==> src/rtl/owt_pkg.sv <==
`timescale 1ns/1ps
package owt_pkg;
  localparam int STAT_W = 3;
  localparam logic [STAT_W-1:0] STAT_ERR = 3'b011;

  typedef enum logic [1:0] {
    ST_IDLE   = 2'd0,
    ST_RD_ID  = 2'd1,
    ST_RD_CMP = 2'd2,
    ST_WR_DIR = 2'd3
  } owt_state_e;
endpackage

==> src/rtl/owt_decide.sv <==
`timescale 1ns/1ps
module owt_decide
  import owt_pkg::*;
(
  input  logic              id_bit_i,
  input  logic              cmp_bit_i,
  input  logic              pref_i,
  output logic              err_o,
  output logic              branch_o,
  output logic [STAT_W-1:0] status_o
);
  always_comb begin
    err_o = id_bit_i & cmp_bit_i;
    if (id_bit_i ^ cmp_bit_i) branch_o = id_bit_i;
    else if (err_o)           branch_o = 1'b0;
    else                      branch_o = pref_i;
    status_o = {branch_o, cmp_bit_i, id_bit_i};
  end
endmodule

==> src/rtl/owt_fsm.sv <==
`timescale 1ns/1ps
module owt_fsm
  import owt_pkg::*;
(
  input  logic       clk,
  input  logic       rst_n,
  input  logic       start_i,
  input  logic       slot_done_i,
  input  logic       err_i,
  output owt_state_e state_o,
  output logic       accept_o,
  output logic       cap_id_o,
  output logic       cap_cmp_o,
  output logic       finish_o
);
  owt_state_e nxt;

  always_comb begin
    accept_o  = (state_o == ST_IDLE) && start_i;
    cap_id_o  = (state_o == ST_RD_ID) && slot_done_i;
    cap_cmp_o = (state_o == ST_RD_CMP) && slot_done_i;
    finish_o  = (cap_cmp_o && err_i) || ((state_o == ST_WR_DIR) && slot_done_i);
    nxt = state_o;
    unique case (state_o)
      ST_IDLE:   if (accept_o) nxt = ST_RD_ID;
      ST_RD_ID:  if (cap_id_o) nxt = ST_RD_CMP;
      ST_RD_CMP: if (cap_cmp_o) nxt = err_i ? ST_IDLE : ST_WR_DIR;
      ST_WR_DIR: if (slot_done_i) nxt = ST_IDLE;
      default:   nxt = ST_IDLE;
    endcase
  end

  always_ff @(posedge clk) begin
    if (!rst_n) state_o <= ST_IDLE;
    else        state_o <= nxt;
  end
endmodule

==> src/rtl/owt_result.sv <==
`timescale 1ns/1ps
module owt_result
  import owt_pkg::*;
(
  input  logic              clk,
  input  logic              rst_n,
  input  logic              load_i,
  input  logic [STAT_W-1:0] status_d_i,
  output logic [STAT_W-1:0] status_o,
  output logic              done_o
);
  always_ff @(posedge clk) begin
    if (!rst_n) begin
      status_o <= '0;
      done_o   <= 1'b0;
    end else begin
      done_o <= load_i;
      if (load_i) status_o <= status_d_i;
    end
  end
endmodule

==> src/rtl/owsrch_triplet.sv <==
`timescale 1ns/1ps
module owsrch_triplet
  import owt_pkg::*;
(
  input  logic              clk,
  input  logic              rst_n,
  input  logic              start_i,
  input  logic              dir_i,
  output logic              slot_req_o,
  output logic              slot_wbit_o,
  input  logic              slot_rbit_i,
  input  logic              slot_done_i,
  output logic [STAT_W-1:0] status_o,
  output logic              done_o
);
  owt_state_e        state;
  logic              accept, cap_id, cap_cmp, finish;
  logic              id_q, cmp_q, pref_q, cmp_src;
  logic              err, branch;
  logic [STAT_W-1:0] status_d;

  owt_fsm u_fsm (
    .clk         (clk),
    .rst_n       (rst_n),
    .start_i     (start_i),
    .slot_done_i (slot_done_i),
    .err_i       (err),
    .state_o     (state),
    .accept_o    (accept),
    .cap_id_o    (cap_id),
    .cap_cmp_o   (cap_cmp),
    .finish_o    (finish)
  );

  always_ff @(posedge clk) begin
    if (!rst_n) begin
      id_q   <= 1'b0;
      cmp_q  <= 1'b0;
      pref_q <= 1'b0;
    end else begin
      if (accept)  pref_q <= dir_i;
      if (cap_id)  id_q   <= slot_rbit_i;
      if (cap_cmp) cmp_q  <= slot_rbit_i;
    end
  end

  // the complement bit is used live in its own slot, registered afterwards
  assign cmp_src = (state == ST_RD_CMP) ? slot_rbit_i : cmp_q;

  owt_decide u_decide (
    .id_bit_i  (id_q),
    .cmp_bit_i (cmp_src),
    .pref_i    (pref_q),
    .err_o     (err),
    .branch_o  (branch),
    .status_o  (status_d)
  );

  owt_result u_result (
    .clk        (clk),
    .rst_n      (rst_n),
    .load_i     (finish),
    .status_d_i (status_d),
    .status_o   (status_o),
    .done_o     (done_o)
  );

  assign slot_req_o  = (state != ST_IDLE);
  assign slot_wbit_o = (state == ST_WR_DIR) ? branch : 1'b1;
endmodule

==> config.mk <==
export PLATFORM = sky130hd
export DESIGN_NAME = owsrch_triplet
export DESIGN_NICKNAME = d
export VERILOG_FILES = /design/src/rtl/owt_pkg.sv /design/src/rtl/owt_decide.sv /design/src/rtl/owt_fsm.sv /design/src/rtl/owt_result.sv /design/src/rtl/owsrch_triplet.sv
export SDC_FILE = /design/constraint.sdc
export NUM_CORES = 1
export LEC_CHECK = 0
export CAP_MARGIN = 20
export CORE_AREA = 2 2 39 41
export DETAILED_ROUTE_END_ITERATION = 10
export DIE_AREA = 0 0 41 43
export GPL_TIMING_DRIVEN = 0
export HOLD_SLACK_MARGIN = 0.08
export SLEW_MARGIN = 30
export SYNTH_ARGS = -nofsm -noshare
export SYNTH_HDL_FRONTEND = slang
export SYNTH_HIERARCHICAL = 1
export SYNTH_SLANG_ARGS = --single-unit
==> constraint.sdc <==
create_clock -name clk -period 1.7 [get_ports clk]
set_input_delay 0.17 -clock clk [delete_from_list [all_inputs] [get_ports clk]]
set_output_delay 0.17 -clock clk [all_outputs]
set_load 0.005 [all_outputs]
# After elaboration in Yosys (flattened, before gate mapping)
# Cells that the tools add are included.
totals:
  elab_cells: 34
  inputBits: 6
  regBits: 9
  out_inout_bits: 6
classes:
  bitwise: 2
  reduce_logical: 9
  eq_ne: 7
  mux: 10
ops:
  columns: ["operator", "count"]
  rows:
  - ["$mux W2", 5]
  - ["$ne A2 B2 Y1 const B", 4]
  - ["$pmux W2 S4", 1]
  - ["$logic_and A1 B1 Y1", 5]
  - ["$eq A2 B2 Y1 const B", 2]
  - ["$mux W1", 4]
  - ["$reduce_and A4 Y1", 1]
  - ["$eq A2 B1 Y1 const B", 1]
  - ["$logic_not A2 Y1", 1]
  - ["$reduce_bool A2 Y1", 1]
  - ["$and A1 B1 Y1", 1]
  - ["$logic_or A1 B1 Y1", 1]
  - ["$xor A1 B1 Y1", 1]

# Depth between registers and ports, before layout
# Gate-level depths: netlist of run 1.
logic_depth:
  ltp_word: 6
  ltp_mapped: 8
  mapped_depth_nobuf: 7

# Modules after synthesis
# The synthesis of run 1 kept the hierarchy.
modules_own_cells:
  columns: ["mod", "seq_area_each_um2", "instances", "cells_per_inst", "area_per_inst_um2"]
  rows:
  - ["owsrch_triplet", 60.1, 1, 13, 151.4]
  - ["owt_result", 80.1, 1, 11, 136.4]
  - ["owt_fsm", 40.0, 1, 14, 115.1]
  - ["owt_decide", 0.0, 1, 7, 53.8]

# Worst setup path before layout of run 1
# No wires, ideal clock.
synth_timing:
  path_type: "flip-flop to flip-flop"
  startpoint: "register u_fsm.state_o[1]"
  endpoint: "register u_result.status_o[2]"
  stages_incl_launch_ff: 9
  arrival_time_ns: 1.660
  slack_ns: -0.025
  t_required_ns: 1.635
  n_path_buf: 1
  period_less_slack_ns: 1.725
  setup_ns: 0.065
  path_cell_list: "dfxtp_1 > nor2b_4 > mux2_4 > ha_1 > nand2b_1 > o21ai_2 > buf_4 > mux2i_1 > nor2b_1"
synth_via:
  elab_chain_len: 5
  word_cells_on_any_way: 11
  cone_classes: "eq/ne: 2; mux: 3; bitwise: 2; reduce/logical: 4"
synth_lines:
  columns: ["element", "line", "rtl"]
  rows:
  - ["start, declared", "owt_fsm.sv:10", "output owt_state_e state_o,"]
  - ["start signal, assigned", "owt_fsm.sv:35", "else state_o <= nxt;"]
  - ["$eq A2 B2 Y1 (*)", "owsrch_triplet.sv:48", "assign cmp_src = (state == ST_RD_CMP) ? slot_rbit_i : cmp_q;"]
  - ["$mux W1 (*)", "owsrch_triplet.sv:48", null]
  - ["named net cmp_src", "owsrch_triplet.sv:18", "logic id_q, cmp_q, pref_q, cmp_src;"]
  - ["$and A1 B1 Y1", "owt_decide.sv:13", "err_o = id_bit_i & cmp_bit_i;"]
  - ["$mux W1", "owt_decide.sv:15", "else if (err_o) branch_o = 1'b0;"]
  - ["$mux W1 (*)", "owt_decide.sv:14", "if (id_bit_i ^ cmp_bit_i) branch_o = id_bit_i;"]
  - ["named net branch", "owsrch_triplet.sv:19", "logic err, branch;"]
  - ["end signal, assigned", "owt_result.sv:18", "if (load_i) status_o <= status_d_i;"]
  - ["end, declared", "owt_result.sv:9", "output logic [STAT_W-1:0] status_o,"]
# The timed path passes the listed nets; every way through them passes the cells marked *.
# A chain may end at the register's enable or synchronous reset.

# Worst setup path after layout of run 1
layout_timing:
  startpoint: "register u_fsm.state_o[1]"
  endpoint: "output slot_wbit_o"
layout_via:
  elab_chain_len: 6
  word_cells_on_any_way: 8
  cone_classes: "eq/ne: 2; mux: 4; bitwise: 2"
layout_lines:
  columns: ["element", "line", "rtl"]
  rows:
  - ["$eq A2 B2 Y1 (*)", "owsrch_triplet.sv:48", null]
  - ["$mux W1 (*)", "owsrch_triplet.sv:48", null]
  - ["named net cmp_src", "owsrch_triplet.sv:18", null]
  - ["$and A1 B1 Y1", "owt_decide.sv:13", null]
  - ["$mux W1", "owt_decide.sv:15", null]
  - ["$mux W1 (*)", "owt_decide.sv:14", null]
  - ["named net branch", "owsrch_triplet.sv:19", null]
  - ["$mux W1 (*)", "owsrch_triplet.sv:69", "assign slot_wbit_o = (state == ST_WR_DIR) ? branch : 1'b1;"]
  - ["end, declared", "owsrch_triplet.sv:10", "output logic slot_wbit_o,"]
# Marks and branches as above.

==> impl_metrics.py, run 1 <==
metrics = {
    "worst_setup_path": {
        "worst_ep_arrival_time_ns": 1.77,
        "critPathKind": "reg2out",
        "end_kind": "output pin",
        "crit_start": "u_fsm/state_o[1]",
        "timing.rr.start": "u_fsm/state_o[1]",
        "required_ns": 1.53,
        "reg2reg_depth": 9,
        "crit_fanout": 2,
        "setup.worst_path.start_class": "flip-flop",
    },
    "power": {
        "vdd_ir_drop_max_mv": 0.361,
        "pwr-share-seq_pct": 46.3,
        "switchingPower_uw": 118,
        "p_clk_share_pct": 34.2,
        "p_per_area_nw_per_um2": 728,
        "p_int_uw": 371,
        "p_leak_nw": 0.275,
        "sw_frac_of_total_pct": 24.1,
        "power.total_uw": 489,
        "p_comb_share_pct": 19.5,
    },
    "detailed_routing": {
        "drt_iter0_drc": 6,
        "vias": 372,
        "wl_per_cell_um": 10.5,
        "drc": 0,
        "viasPerCell": 4.71,
        "wl_um": 828,
        "dr.pass1.iters": 6,
        "antenna_left": 0,
    },
    "clock_network": {
        "clk_latency_ns": 0.26,
        "clock-root-buffer": "clkbuf_4",
        "clock_sinks": 9,
        "cts_tree": "done",
        "cts_buffers": 3,
        "cts.htree.levels": 1,
        "clk_pin_slew_worst_paths_ns": 0.06,
        "clk_path_buf_depth": 2,
        "ctsHoldBuffers": 0,
    },
    "synth": {
        "synth_cell_types": 20,
        "synthXorXnorAreaFrac_pct": 0,
        "synth_area_um2": 457,
        "synth_fa_ha_area_share_pct": 2.74,
        "syn-mean-instance-area_um2": 10.1,
        "syn_nets": 52,
        "synth-compound-area-share_pct": 8.22,
        "synth_top_family_by_area": "simple AND/OR/NAND/NOR gates",
        "synth-seq-area-share_pct": 39.5,
        "yosysWarnings": 6,
        "synth-seq-cells": 9,
        "synth_simple_gate_area_share_pct": 28.2,
        "synth_cells": 45,
        "synth_mux_area_share_pct": 16.4,
    },
    "placement": {
        "io_buffers": 11,
        "hpwlAfterDp_um": 562,
        "gp_congestion": 0.721,
        "dp_cells": 72,
        "pre_cts_ws_ns": -0.559,
    },
    "sta": {
        "fmax_mhz": 516,
        "clock-skew-final_ns": 0.000365,
        "finalCritPeriodShare_pct": 114,
        "hold_violations": 0,
        "tightest_slew_ns": 0.384,
        "worst_slack_ns": -0.237,
        "setup-violations-final": 2,
        "slew_headroom_pct": 74.3,
        "period_needed_ns": 1.94,
        "fin_hold_ws_ns": 0.521,
        "rsz0062_at_grt": "true",
        "finalMaxSlewViolations": 0,
    },
    "cells_and_area": {
        "multi_input_area_um2": 282,
        "fillers": 141,
        "layout_commonest_cell": "clkdlybuf4s50_1",
        "final_util_pct": 48.6,
        "area_delta_synth_final_pct": 47.1,
        "drive_above_1_share_pct": 31.7,
        "fin_nets": 71,
        "final_cells": 79,
        "regArea_um2": 188,
        "final_cell_mix": "9 x clkdlybuf4s50_1, 7 x dfxtp_1, 6 x mux2i_1, 6 x nor2b_1, 5 x buf_4",
        "diodes": 0,
    },
    "grt": {
        "grt_antenna_before_repair": 0,
        "grt_pass1_wl_um": 1460,
        "grt_pass1_vias": 358,
        "grt_usage_pct": 12.8,
        "grt.overflow.total": 0,
        "grt_max_degree": 10,
    },
    "floorplan": {
        "rows": 14,
        "die_area_um2": 1760,
        "io_pins": 12,
        "fp.dieW_um": 41,
        "initial_utilization_pct": 33.0,
        "fp.dieH_um": 43,
        "core_area_um2": 1380,
    },
    "run_status": {
        "violations": "setup timing",
        "status": "finished, violations left",
    },
    "min_path": {
        "worstHoldStart": "cmp_q",
        "holdPathStages": 2,
        "hp-class": "reg2reg",
    },
    "job": {
        "cap_violations": 0,
    },
}
## path summary, 6_finish.rpt
check	end	slack (ns)
hold reg to reg	cmp_q	0.52
setup / recovery	slot_wbit_o	-0.24
hold / removal	cmp_q	0.52
setup reg to reg	u_result/status_o[2]	-0.05
## cells in the mapped netlist
cell type  n  area share (%)
or2_2      1             1.4
o311a_1    1             2.2
a21o_2     1             1.9
and2b_1    1             1.6
nand2b_1   1             1.4
dfxtp_1    9              39
and2_2     1             1.6
buf_4      3             4.9
nand2_1    3             2.5
nand3b_1   1             1.6
nor2b_4    1             3.0
ha_1       1             2.7
mux2_4     1             3.3
o21ai_2    1             1.9
and3b_1    1             1.9
nor3b_1    1             1.6
nor2_1     4             3.3
nor2b_1    6             8.2
mux2i_1    6              13
o211a_1    1             2.2
## kinds of logic after synthesis
kind of cell    after synthesis
simple gates                 21
mux                           7
compound gates                4
flops                         9
buf+inv                       3
fa+ha+maj                     1
## power by group through the flow
stage | logic [mW] | clock network (mW) | registers (mW)
2_1_floorplan | 0.0460 | 0 | 0.234
3_3_place_gp | 0.0737 | 0 | 0.237
3_5_place_dp | 0.0741 | 0 | 0.237
4_1_cts | 0.0915 | 0.175 | 0.227
5_1_grt | 0.106 | 0.189 | 0.227
6_report | 0.0955 | 0.167 | 0.226
## final cells by class
class                      instances  area share, %
sequential                         9           27.9
buffer                             2           2.23
timing repair buffer              15           21.0
multi-input combinational         33           41.9
tap                               16           2.98
clock buffer                       4           3.91
## metal layers
layer	routed length, um	global-route usage [%]
met2	394	17.8
met3	50	1.57
met4	19	12.0
met1	364	15.8
met5	0	0
## registers in the layout, summed over array words and instances, names as in the netlist
name and flops:
u_fsm/state_o 2, id_q 1, pref_q 1, cmp_q 1, u_result/done_o 1, u_result/status_o 3
## critical path, stage by stage (launching register included)
cell and delay, ns:
dfxtp_4 0.34, nor2b_4 0.13, mux2_4 0.32, ha_4 0.27, nand2b_4 0.12, o21ai_4 0.05
nand3b_1 0.14, buf_2 0.13
## metrics by stage
step / instance area, um2 / setup TNS [ns]
global placement: 588 / -0.899
CTS: 651 / -0.259
finish: 672 / -0.285
floorplan: 458 / 0
detailed placement: 588 / -0.950
global route: 672 / -0.458
## what timing repair did
item                                    4_1_cts  5_1_grt
gates resized for setup                       9        3
buffers inserted                              4        1
endpoints found under the setup margin        4        3
pin swaps                                     1        1
Power figures use the tool's default switching activity.
==> run 2: changes to the inputs <==
CTS_CLUSTER_DIAMETER = 100   (was unset)
==> results of run 2 <==
Same layout as run 1: the final DEF is identical, and so are final timing and power.
